[src/rtl/trap_pkg.sv]
package trap_pkg;
  localparam int CODE_W = 6;
  localparam logic [CODE_W-1:0] CAUSE_IRQ       = 6'h00;
  localparam logic [CODE_W-1:0] CAUSE_FETCH_INV = 6'h03;
  localparam logic [CODE_W-1:0] CAUSE_BADV_LO   = 6'h0B;
  localparam logic [CODE_W-1:0] CAUSE_BADV_HI   = 6'h10;
  localparam logic [CODE_W-1:0] DBG_BKPT_CODE   = 6'h0C;

  typedef enum logic [1:0] {
    PATH_NONE   = 2'd0,
    PATH_DEBUG  = 2'd1,
    PATH_REFILL = 2'd2,
    PATH_VECTOR = 2'd3
  } trap_path_e;

  function automatic logic cause_sets_badv(input logic [CODE_W-1:0] c);
    return (c >= CAUSE_BADV_LO) && (c <= CAUSE_BADV_HI);
  endfunction

  function automatic logic cause_sets_badi(input logic [CODE_W-1:0] c);
    return (c != CAUSE_IRQ) && (c != CAUSE_FETCH_INV);
  endfunction
endpackage

[src/rtl/trap_irq_pick.sv]
module trap_irq_pick #(
  parameter int NUM_IRQ = 13,
  localparam int IDX_W  = (NUM_IRQ > 1) ? $clog2(NUM_IRQ) : 1
) (
  input  logic [NUM_IRQ-1:0] pend,
  input  logic [NUM_IRQ-1:0] mask,
  output logic               any_hit,
  output logic [IDX_W-1:0]   win_idx
);
  logic [NUM_IRQ-1:0] hit;
  assign hit     = pend & mask;
  assign any_hit = |hit;

  always_comb begin
    win_idx = '0;
    for (int i = 0; i < NUM_IRQ; i++) begin
      if (hit[i]) win_idx = IDX_W'(i);
    end
  end
endmodule

[src/rtl/trap_tgt_calc.sv]
module trap_tgt_calc
  import trap_pkg::*;
#(
  parameter int          XLEN    = 64,
  parameter int          VS_W    = 3,
  parameter logic [63:0] DBG_OFS = 64'h480
) (
  input  trap_path_e        path,
  input  logic [XLEN-1:0]   code,
  input  logic [VS_W-1:0]   vs,
  input  logic [XLEN-1:0]   vec_base,
  input  logic [XLEN-1:0]   rfl_base,
  output logic [XLEN-1:0]   target
);
  function automatic logic [XLEN-1:0] vec_offset(input logic [XLEN-1:0] c,
                                                 input logic [VS_W-1:0] f);
    if (f == '0) return '0;
    return c << (32'(f) + 32'd2);
  endfunction

  always_comb begin
    unique case (path)
      PATH_DEBUG:  target = vec_base + XLEN'(DBG_OFS);
      PATH_REFILL: target = rfl_base;
      PATH_VECTOR: target = vec_base + vec_offset(code, vs);
      default:     target = vec_base;
    endcase
  end
endmodule

[src/rtl/trap_entry_ctrl.sv]
module trap_entry_ctrl
  import trap_pkg::*;
#(
  parameter int          XLEN    = 64,
  parameter int          INSN_W  = 32,
  parameter int          NUM_IRQ = 13,
  parameter int          INT_OFS = 64,
  parameter int          VS_W    = 3,
  parameter int          MASK_LSB = 16,
  parameter logic [63:0] DBG_OFS = 64'h480
) (
  input  logic                clk,
  input  logic                rst_n,
  input  logic                exc_req,
  input  logic [CODE_W-1:0]   exc_cause,
  input  logic                exc_refill,
  input  logic                dbg_bkpt_req,
  input  logic [XLEN-1:0]     pipe_pc,
  input  logic [INSN_W-1:0]   exc_insn,
  input  logic [NUM_IRQ-1:0]  irq_lines,
  input  logic                cfg_we,
  input  logic [1:0]          cfg_sel,
  input  logic [XLEN-1:0]     cfg_wdata,
  output logic                redirect_vld,
  output logic [XLEN-1:0]     redirect_pc,
  output logic                hard_irq,
  output logic [NUM_IRQ-1:0]  pend_bits,
  output logic [1:0]          cur_plv,
  output logic                cur_ie,
  output logic                cur_da,
  output logic                cur_pg,
  output logic [1:0]          prv_plv,
  output logic                prv_ie,
  output logic [CODE_W-1:0]   trap_code,
  output logic [XLEN-1:0]     ret_pc,
  output logic [XLEN-1:0]     bad_addr,
  output logic [INSN_W-1:0]   bad_insn,
  output logic [1:0]          rfl_prv_plv,
  output logic                rfl_prv_ie,
  output logic [XLEN-1:0]     rfl_ret,
  output logic                dbg_active,
  output logic                dbg_bkpt_flag,
  output logic                dbg_irq_flag,
  output logic [CODE_W-1:0]   dbg_code,
  output logic [XLEN-1:0]     dbg_ret
);
  localparam int IDX_W = (NUM_IRQ > 1) ? $clog2(NUM_IRQ) : 1;

  logic [NUM_IRQ-1:0] mask_q;
  logic [VS_W-1:0]    vs_q;
  logic [XLEN-1:0]    ebase_q, rbase_q;

  // named trap events
  logic               irq_any;
  logic [IDX_W-1:0]   irq_idx;
  logic               irq_elig;
  logic               take_bkpt, take_exc, take_refill;
  logic               take_irq_nd, take_irq_dbg;
  logic               take_dbg, take_nd, take_vec, take_any;
  trap_path_e         path;
  logic [XLEN-1:0]    tgt_code, tgt_pc;

  trap_irq_pick #(.NUM_IRQ(NUM_IRQ)) u_pick (
    .pend    (pend_bits),
    .mask    (mask_q),
    .any_hit (irq_any),
    .win_idx (irq_idx)
  );

  assign irq_elig     = cur_ie && irq_any && !dbg_bkpt_req && !exc_req;
  assign take_bkpt    = dbg_bkpt_req;
  assign take_exc     = exc_req && !dbg_bkpt_req;
  assign take_refill  = take_exc && exc_refill;
  assign take_irq_nd  = irq_elig && !dbg_active;
  assign take_irq_dbg = irq_elig && dbg_active && !dbg_irq_flag;
  assign take_dbg     = take_bkpt || take_irq_dbg;
  assign take_nd      = take_exc || take_irq_nd;
  assign take_vec     = take_nd && !take_refill;
  assign take_any     = take_dbg || take_nd;

  always_comb begin
    if (take_dbg)         path = PATH_DEBUG;
    else if (take_refill) path = PATH_REFILL;
    else if (take_vec)    path = PATH_VECTOR;
    else                  path = PATH_NONE;
  end

  assign tgt_code = take_exc ? XLEN'(exc_cause) : (XLEN'(INT_OFS) + XLEN'(irq_idx));

  trap_tgt_calc #(.XLEN(XLEN), .VS_W(VS_W), .DBG_OFS(DBG_OFS)) u_tgt (
    .path     (path),
    .code     (tgt_code),
    .vs       (vs_q),
    .vec_base (ebase_q),
    .rfl_base (rbase_q),
    .target   (tgt_pc)
  );

  assign hard_irq = |pend_bits;

  always_ff @(posedge clk or negedge rst_n) begin
    if (!rst_n) begin
      pend_bits     <= '0;
      mask_q        <= '0;
      vs_q          <= '0;
      ebase_q       <= '0;
      rbase_q       <= '0;
      redirect_vld  <= 1'b0;
      redirect_pc   <= '0;
      cur_plv       <= '0;
      cur_ie        <= 1'b0;
      cur_da        <= 1'b1;
      cur_pg        <= 1'b0;
      prv_plv       <= '0;
      prv_ie        <= 1'b0;
      trap_code     <= '0;
      ret_pc        <= '0;
      bad_addr      <= '0;
      bad_insn      <= '0;
      rfl_prv_plv   <= '0;
      rfl_prv_ie    <= 1'b0;
      rfl_ret       <= '0;
      dbg_active    <= 1'b0;
      dbg_bkpt_flag <= 1'b0;
      dbg_irq_flag  <= 1'b0;
      dbg_code      <= '0;
      dbg_ret       <= '0;
    end else begin
      pend_bits    <= irq_lines;
      redirect_vld <= take_any;
      if (take_any) redirect_pc <= tgt_pc;

      if (cfg_we) begin
        unique case (cfg_sel)
          2'd0: ebase_q <= cfg_wdata;
          2'd1: rbase_q <= cfg_wdata;
          2'd2: begin
            vs_q   <= cfg_wdata[VS_W-1:0];
            mask_q <= cfg_wdata[MASK_LSB +: NUM_IRQ];
          end
          default: if (!take_any) begin
            cur_plv <= cfg_wdata[1:0];
            cur_ie  <= cfg_wdata[2];
            cur_da  <= cfg_wdata[3];
            cur_pg  <= cfg_wdata[4];
          end
        endcase
      end

      if (take_exc) begin
        if (cause_sets_badv(exc_cause)) bad_addr <= pipe_pc;
        if (cause_sets_badi(exc_cause)) bad_insn <= exc_insn;
      end

      if (take_refill) begin
        rfl_prv_plv <= cur_plv;
        rfl_prv_ie  <= cur_ie;
        cur_da      <= 1'b1;
        cur_pg      <= 1'b0;
        rfl_ret     <= pipe_pc >> 2;
      end

      if (take_vec) begin
        trap_code <= take_exc ? exc_cause : CAUSE_IRQ;
        prv_plv   <= cur_plv;
        prv_ie    <= cur_ie;
        ret_pc    <= pipe_pc;
      end

      if (take_nd) begin
        cur_plv <= '0;
        cur_ie  <= 1'b0;
      end

      if (take_dbg) begin
        dbg_active <= 1'b1;
        dbg_ret    <= pipe_pc;
        if (take_bkpt) begin
          dbg_bkpt_flag <= 1'b1;
          dbg_code      <= DBG_BKPT_CODE;
        end else begin
          dbg_irq_flag  <= 1'b1;
        end
      end
    end
  end
endmodule

[config.mk]
export PLATFORM = sky130hd
export DESIGN_NAME = trap_entry_ctrl
export DESIGN_NICKNAME = d
export VERILOG_FILES = /design/src/rtl/trap_pkg.sv /design/src/rtl/trap_irq_pick.sv /design/src/rtl/trap_tgt_calc.sv /design/src/rtl/trap_entry_ctrl.sv
export SDC_FILE = /design/constraint.sdc
export NUM_CORES = 1
export LEC_CHECK = 0
export BUFFER_PORTS_ARGS = -buffer_cell sky130_fd_sc_hd__buf_2
export CAP_MARGIN = 20
export CORE_AREA = 2 2 306 187
export CTS_CLUSTER_DIAMETER = 50
export DETAILED_ROUTE_END_ITERATION = 12
export DIE_AREA = 0 0 308 189
export GPL_TIMING_DRIVEN = 0
export PLACE_DENSITY_LB_ADDON = 0.3
export SLEW_MARGIN = 10
export SYNTH_ARGS = -nofsm -noshare
export SYNTH_HDL_FRONTEND = slang
export SYNTH_SLANG_ARGS = --single-unit
[constraint.sdc]
create_clock -name clk -period 5.1 [get_ports clk]
set_input_delay 1.53 -clock clk [delete_from_list [all_inputs] [get_ports clk]]
set_output_delay 1.53 -clock clk [all_outputs]
set_load 0.1 [all_outputs]
== After elaboration in Yosys (flattened, before gate mapping) ==
Index checks and enable logic that the tools add are counted.

* Bits in registers: 529
* Input bits: 187
* Output and inout port bits: 393
* Logic and storage cells: 119

* $add $sub $neg: 4
* Order comparisons: 2
* Eq/ne operators: 10
* Shift-type cells: 1
* Multiplexer cells: 39
* Bitwise logic cells: 2
* Reduce and logical (&&, ||, !) cells: 36

{| class="wikitable"
|+ Operators with widths
! cell !! count
|-
| 2-to-1 mux 64 bit || 3
|-
| one-hot mux 64 bit (3 select lines) || 1
|-
| adder 64 x 11 -> 64 bit, second input constant || 1
|-
| adder 64 bit || 1
|-
| << shifter 8 x 32 -> 64 bit || 1
|-
| OR reduction 13 bit || 2
|-
| 2-to-1 mux 4 bit || 5
|-
| 2-to-1 mux 2 bit || 9
|-
| 2-to-1 mux 1 bit || 15
|-
| AND reduction 2 bit || 7
|-
| AND 13 bit || 1
|-
| 2-to-1 mux 3 bit || 4
|-
| logical AND 1 bit || 11
|-
| adder 7 x 4 -> 8 bit, first input constant || 1
|-
| 2-to-1 mux 8 bit || 1
|-
| == test 2 bit, second input constant || 3
|-
| >= comparator 6 x 4 -> 1 bit, second input constant || 1
|-
| less-or-equal comparator 6 x 5 -> 1 bit, second input constant || 1
|-
| 2-to-1 mux 6 bit || 1
|-
| inequality test 6 x 2 -> 1 bit, second input constant || 1
|-
| AND reduction 3 bit || 2
|-
| nonzero test 6 bit || 1
|-
| zero test 1 bit || 5
|-
| adder 3 x 2 -> 4 bit, second input constant || 1
|-
| 9 further kinds || 15
|}

== Longest topological paths before layout ==
Gate-level depths: netlist (run 1).

* Depth in word-level cells: 20
* Mapped depth: 17
* Gate-level depth less buffers: 15

== Hierarchy ==
A second synthesis (run 1) with hierarchy kept.

* Cell total of the unflattened synthesis: 2419
* Area, all modules: 28787.6 µm²

{| class="wikitable"
|+ By module, submodules not included
! module !! times used !! cells each !! area each (µm²)
|-
| trap_entry_ctrl || 1 || 1166 || 19857.8
|-
| trap_tgt_calc || 1 || 1225 || 8759.7
|-
| trap_irq_pick || 1 || 28 || 170.2
|}

== Worst setup path after synthesis (run 1) ==
OpenSTA, ideal clock, no wires.

* Path type: input to register
* From: input port exc_req
* To: register redirect_pc[24]
* Setup time: 0.087 ns
* Arrival: 4.885 ns
* Required time: 5.013 ns
* Setup slack: 0.129 ns
* Stages: 17
* Cells stage by stage: nor2b_1 -> buf_2 -> a21oi_1 -> and3_1 -> a21oi_1 -> mux2_2 -> mux2i_1 -> o211a_1 -> ha_1 -> clkbuf_1 -> a21oi_1 -> a21oi_1 -> a211oi_2 -> a2111oi_0 -> o311ai_0 -> xor2_1 -> o211ai_1

* Word-level cells in the longest chain between the ends: 10

{| class="wikitable"
|+ RTL lines
! what !! RTL line !! text
|-
| from (decl) || trap_entry_ctrl.sv:14 || <nowiki>input logic exc_req,</nowiki>
|-
| branches (longest 10 deep; another with adder 64 bit) || -- ||
|-
| to (signal assigned) || trap_entry_ctrl.sv:131 || <nowiki>if (take_any) redirect_pc <= tgt_pc;</nowiki>
|-
| to (decl) || trap_entry_ctrl.sv:25 || <nowiki>output logic [XLEN-1:0] redirect_pc,</nowiki>
|}

Several ways; the timed one is not identified. The select of a mux whose other input is x is not followed.
A chain may end at the register's enable or synchronous reset.

== Worst setup path after layout (run 1) ==
* From: input port dbg_bkpt_req
* To: register redirect_pc[50]

* Word-level cells in the longest chain between the ends: 11

{| class="wikitable"
|+ RTL lines
! what !! RTL line !! text
|-
| from (decl) || trap_entry_ctrl.sv:17 || <nowiki>input logic dbg_bkpt_req,</nowiki>
|-
| branches (longest 11 deep; another with adder 64 bit) || -- ||
|}

Several ways; the timed one is not identified. The select of a mux whose other input is x is not followed.

==> results of run 1 <==
-- layout by cell type (no fill, tap or decap), drive strengths merged, types with 14 or more instances in the layout --
cell	Yosys	final
a21oi	61	61
a221oi	24	24
a222oi	14	14
a22oi	14	14
a31oi	17	17
and3	19	19
buf	57	657
clkbuf	101	176
dfrtp	527	527
ha	24	24
inv	15	22
mux2	236	236
nand2	677	677
nand3	54	54
nand4	43	43
nor2	110	110
nor3	31	31
nor4	21	21
o211ai	21	21
o21ai	59	59
or3	14	14
xnor2	32	32
xor2	45	45
-- worst max path at each step --
stage                            start              end  depth (start not counted)
after floorplan                exc_req  redirect_pc[24]                         17
after global placement           rst_n     bad_addr[54]                          1
after detailed placement       exc_req  redirect_pc[61]                         18
after CTS                      exc_req  redirect_pc[61]                         18
after global routing      dbg_bkpt_req  redirect_pc[39]                         18
final                     dbg_bkpt_req  redirect_pc[50]                         17
-- critical path, stage by stage --
cell      delay (ns)
buf_2           0.13
nand2b_1        0.21
clkbuf_4        0.24
a31oi_2         0.25
mux2i_2         0.15
o22a_1          0.30
and2_1          0.24
o32ai_4         0.35
ha_4            0.22
nand4_1         0.19
a21oi_1         0.28
a211oi_4        0.10
buf_4           0.20
a211oi_4        0.39
nor2_4          0.15
or4_1           0.50
nand3_1         0.11
-- stage by stage --
step	util [%]	TNS (ns)	cell area (um^2)	setup slack, ns	cells
3_5_place_dp	51.9	-51.02	28700	-1.48	3731
5_1_grt	55.8	-0.0636	30900	-0.0331	3845
4_1_cts	55.4	0	30600	0.0124	3831
2_1_floorplan	-	0	24700	0.129	2419
3_3_place_gp	51.4	-4330.38	28400	-8.11	3716
6_report	55.8	0	30900	0.0730	3846
-- what timing repair did --
item | 4_1_cts | 5_1_grt
pin swaps | 5 | 12
buffers inserted | 6 | 7
endpoints found under the setup margin | 43 | 46
resized for setup | 23 | 39
hold endpoints to repair | 0 | 0
cloned | 0 | 1
-- state kept, by name, indices dropped and copies added, names as in the netlist, 32 cells and up --
name	cells
ebase_q	64
bad_insn	32
rbase_q	64
ret_pc	64
bad_addr	64
dbg_ret	64
rfl_ret	62
redirect_pc	64
-- area by class of cell --
cell class / instances / area (um^2) / share of cell area, %
Sequential cell: 528 / 13200 / 42.8
Multi-Input combinational cell: 1718 / 11000 / 35.5
Timing Repair Buffer: 602 / 3250 / 10.5
Clock buffer: 75 / 1550 / 5.01
Tap cell: 724 / 906 / 2.93
Buffer: 157 / 746 / 2.41
Clock inverter: 20 / 200 / 0.648
Inverter: 15 / 56.3 / 0.182
Antenna cell: 7 / 17.5 / 0.0567
-- per-layer routing --
metal  track usage [%]  part of all wire [%]
met1              44.1                    43
met2              45.7                    43
met3              8.65                    11
met4              10.2                   3.0
met5              1.66                  0.23
-- logic make-up (layout without fill, tap and decap cells) --
family | count (synthesis) | count (layout) | share of synthesized area (%)
other | 1 | 13 | 0.0152
buffers and inverters | 173 | 869 | 3.23
and+or+nand+nor | 1028 | 1028 | 18.1
AOI/OAI and AO/OA | 337 | 337 | 9.82
xor gates and xnor gates | 77 | 77 | 2.74
adders and majority gates | 25 | 25 | 1.30
muxes | 245 | 245 | 11.2
DFF | 528 | 528 | 53.6
-- power breakdown --
| group | internal, mW | total (mW) | switching (mW) |
|---|---|---|---|
| Sequential | 4.92 | 5.47 | 0.542 |
| Clock | 2.23 | 3.99 | 1.76 |
| Combinational | 1.41 | 7.14 | 5.73 |
==> results.cfg, run 1 <==
[drt]
vias = 22100
drt_iter0_drc = 2546
drc = 0
wl_per_cell_um = 23.9
avgViaCountPerCell = 5.76
ant_nets = 0
wl_um = 92100
dr.pass1.iters = 6

[place]
gp_congestion = 0.990
hpwlAfterDp_um = 69100
io_buffers = 573

[floorplanning]
core-area_um2 = 55300
chipWidth_um = 308
die_y_um = 189
pin_count = 580
fp-row-count = 67
dieArea_um2 = 58200
start_util_pct = 44.6

[worst_setup_path]
crit_type = in2reg
reg2reg_from = mask_q[9]
crit_required_ns = 5.62
r2r_cells = 16
reg2reg_to = redirect_pc[50]
worst_setup_path_start_kind = primary input
end_kind = flop
critPathArrivalTime_ns = 5.54
path_max_fanout = 10
r2r_slack_ns = 0.40

[yosys]
synth_top_area_share_pct = 53.5
synth_flop_cell = dfrtp_1
synth_cell_types = 91
ys_top_cells_by_count = 677 x nand2_1, 527 x dfrtp_1, 236 x mux2_2, 109 x nor2_1, 97 x clkbuf_1
synth_edf_count = 0
yosysMostFrequentCell = nand2_1
netlist_area_um2 = 24700
ys_seq_area_share_pct = 53.6
synth_area_leader_cell = dfrtp_1
ys_ff_latch = 528
synth_warnings = 0
synthesis.instances = 2414
synth_area_leaders = dfrtp_1 53%, mux2_2 11%, nand2_1 10%
syn_area_per_cell_um2 = 10.2
async_reset_ff_share_pct = 100

[cts]
clockBufferDepth = 3
h-tree-depth = 2
hold_buffers = 0
cts.sinks = 528
clock_latency_ns = 0.62
cts_root_buf = clkbuf_16
cts_buffers = 53
clk_pin_slew_ns = 0.06
cts_tree = built

[timing]
fin_crit_ns = 5.03
whs_ns = 0.463
drv_slew = 0
max_freq_mhz = 199
slew_headroom_pct = 20.8
setup_viol = 0
finalCritPeriodShare_pct = 98.6
finClkSkew_ns = 0.0408
hold_viol = 0
worstMarginPinSlew_ns = 1.18

[layout]
num-nets-final = 3287
fill_cells = 4966
layout-drive-gt1-share_pct = 34.1
area_growth_pct = 25.3

[run]
cap_violations = 0

[power]
p_leak_nw = 14.8
ir_drop_mv = 0.427
powerDensity_nw_per_um2 = 537
total_power_mw = 16.6

[global_route]
grt_pass1_vias = 21600
antenna_found_initial = 13
grt_pass1_wl_um = 136000
grt_overflow = 0
grt_max_degree = 110
grt_usage_pct = 31.0

[run_status]
status = complete, no violations

[hold_path]
hold_end = dbg_ret[15]
min-delay-path-class = reg2reg
min_from = dbg_ret[15]
hold_depth = 2
No activity file was read; power rests on OpenSTA's default activity.
==> run 2, diff against run 1 <==
--- a/config.mk
+++ b/config.mk
@@ -5,12 +5,13 @@
 export SDC_FILE = /design/constraint.sdc
 export NUM_CORES = 1
 export LEC_CHECK = 0
+export ABC_AREA = 1
 export BUFFER_PORTS_ARGS = -buffer_cell sky130_fd_sc_hd__buf_2
 export CAP_MARGIN = 20
-export CORE_AREA = 2 2 306 187
+export CORE_AREA = 2 2 304 186
 export CTS_CLUSTER_DIAMETER = 50
 export DETAILED_ROUTE_END_ITERATION = 12
-export DIE_AREA = 0 0 308 189
+export DIE_AREA = 0 0 306 188
 export GPL_TIMING_DRIVEN = 0
 export PLACE_DENSITY_LB_ADDON = 0.3
 export SLEW_MARGIN = 10
==> results.cfg, run 2 <==
[yosys]
ys_ff_latch = 528
synth_warnings = 0
async_reset_ff_share_pct = 100
synthesis.instances = 2862
synth_area_leader_cell = dfrtp_1
synth_area_leaders = dfrtp_1 54%, nand2_1 12%, o21ai_0 9.6%
ys_top_cells_by_count = 809 x nand2_1, 527 x dfrtp_1, 470 x o21ai_0, 278 x inv_1, 122 x nor2_1
yosysMostFrequentCell = nand2_1
synth_cell_types = 56
netlist_area_um2 = 24400
ys_seq_area_share_pct = 54.2
synth_flop_cell = dfrtp_1
synth_top_area_share_pct = 54.1
syn_area_per_cell_um2 = 8.52
synth_edf_count = 0

[cts]
cts_buffers = 52
cts_root_buf = clkbuf_16
h-tree-depth = 2
hold_buffers = 0
clk_pin_slew_ns = 0.06
clock_latency_ns = 0.60
cts_tree = built
cts.sinks = 528
clockBufferDepth = 3

[timing]
rsz0062_at_grt = yes
slew_headroom_pct = 28.5
hold_viol = 0
whs_ns = 0.478
worstMarginPinSlew_ns = 1.07
max_freq_mhz = 204
final.setup.worst_slack_ns = 0.202
setup_tns_ns = 0
fin_crit_ns = 4.90
setup_viol = 0
finClkSkew_ns = 0.0170
finalCritPeriodShare_pct = 96.0
drv_slew = 0

[run_status]
status = complete, no violations

[layout]
area_growth_pct = 24.2
fin_util_pct = 55.2
mostFrequentLayoutCells = 805 x nand2_1, 609 x buf_2, 527 x dfrtp_1
layout-drive-gt1-share_pct = 23.5
num-nets-final = 3715
final_common_cell = nand2_1

[drt]
drc = 0
avgViaCountPerCell = 5.55
dr.pass1.iters = 6
drt_iter0_drc = 2724
ant_nets = 0
wl_per_cell_um = 22.9
vias = 23800
wl_um = 98000

[place]
io_buffers = 573
gp_congestion = 1.02
dpl_worst_slack_ns = -0.568
hpwlAfterDp_um = 76700

[worst_setup_path]
end_kind = flop
crit_required_ns = 5.56
path_max_fanout = 8
worst_setup_path_start_kind = primary input
crit_type = in2reg
critPathArrivalTime_ns = 5.35

[power]
ir_drop_mv = 0.444
powerDensity_nw_per_um2 = 517
p_leak_nw = 15.2

[global_route]
grt_usage_pct = 33.8
grt_max_degree = 103
antenna_found_initial = 15
grt_pass1_wl_um = 145000
grt_pass1_vias = 22200
grt_overflow = 0

[floorplanning]
pin_count = 580
fp-row-count = 67
core-area_um2 = 54900
chipWidth_um = 306
dieArea_um2 = 57500
die_y_um = 188
start_util_pct = 44.4

[hold_path]
min-delay-path-class = reg2reg

[run]
cap_violations = 0
## run 2: power by group
| part | switching [mW] | internal, mW | leakage [nW] | total, mW |
|---|---|---|---|---|
| registers | 0.543 | 4.85 | 6.53 | 5.40 |
| clock network | 1.77 | 2.31 | 0.866 | 4.08 |
| logic | 5.23 | 0.971 | 7.82 | 6.20 |
## run 2: area by class of cell
class                   instances  area, um^2
diodes                         12        30.0
plain buffers                 138         607
clock buffers                  75        1490
clock inverters                19         310
fillers                      5223       24600
inverters                     298        1120
multi-input cells            1903        9560
flip-flops and latches        528       13200
well taps                     724         906
repair buffers                582        3060
## run 2: path summary, 6_finish.rpt
path | start | end | slack (ns) | cells past startpoint
worst min-delay path | ret_pc[23] | ret_pc[23] | 0.48 | 2
max in group asynchronous | rst_n | redirect_pc[56] | 2.41 | 4
worst min register to register | ret_pc[23] | ret_pc[23] | 0.48 | 2
worst max-delay path | exc_req | redirect_pc[35] | 0.20 | 21
worst max register to register | vs_q[1] | redirect_pc[62] | 0.59 | 21
min in group asynchronous | rst_n | rfl_ret[26] | 0.84 | 1
## run 2: per-stage QoR
stage	total power [mW]	std cells	area [um^2]
5_1_grt	16.2	4279	30300
3_3_place_gp	11.5	4164	28200
2_1_floorplan	10.1	2867	24400
3_5_place_dp	11.6	4169	28300
4_1_cts	15.6	4263	30100
6_report	15.7	4279	30300
## run 2: worst max-delay path, cell delays in order
cell and delay, ns:
buf_2 0.09, inv_1 0.06, nor2_4 0.25, nor2_1 0.11
o21ai_0 0.21, o21ai_0 0.24, o21ai_1 0.21, o21ai_0 0.12
o21ai_0 0.17, inv_1 0.11, o21ai_1 0.22, ha_1 0.24
nand2_1 0.21, nor2_2 0.27, nand2_1 0.08, nand2_1 0.19
nand4_1 0.23, nand2_4 0.20, nand2_1 0.21, o21ai_0 0.29
nand4_1 0.11
## run 2: layer usage
layer / wire (um) / global-route usage, %
met2: 39000 / 45.2
met1: 44500 / 52.2
met3: 11300 / 10.1
met5: 12 / 0
met4: 3090 / 10.1
## run 2: cells by family (layout without fill, tap and decap cells)
logic type,Yosys count,after routing,share of synthesized area [%]
muxes,32,32,1.48
buffers and inverters,436,1112,7.07
DFF,528,528,54.2
adders and majority gates,25,25,1.31
and+or+nand+nor,1203,1203,21.4
other,1,18,0.0154
AOI/OAI and AO/OA,602,602,13.3
xor gates and xnor gates,35,35,1.26
## run 2: timing repair
| action | CTS | global route |
|---|---|---|
| setup buffers | 0 | 4 |
| gates resized for setup | 0 | 20 |
| setup endpoints to repair | 0 | 38 |
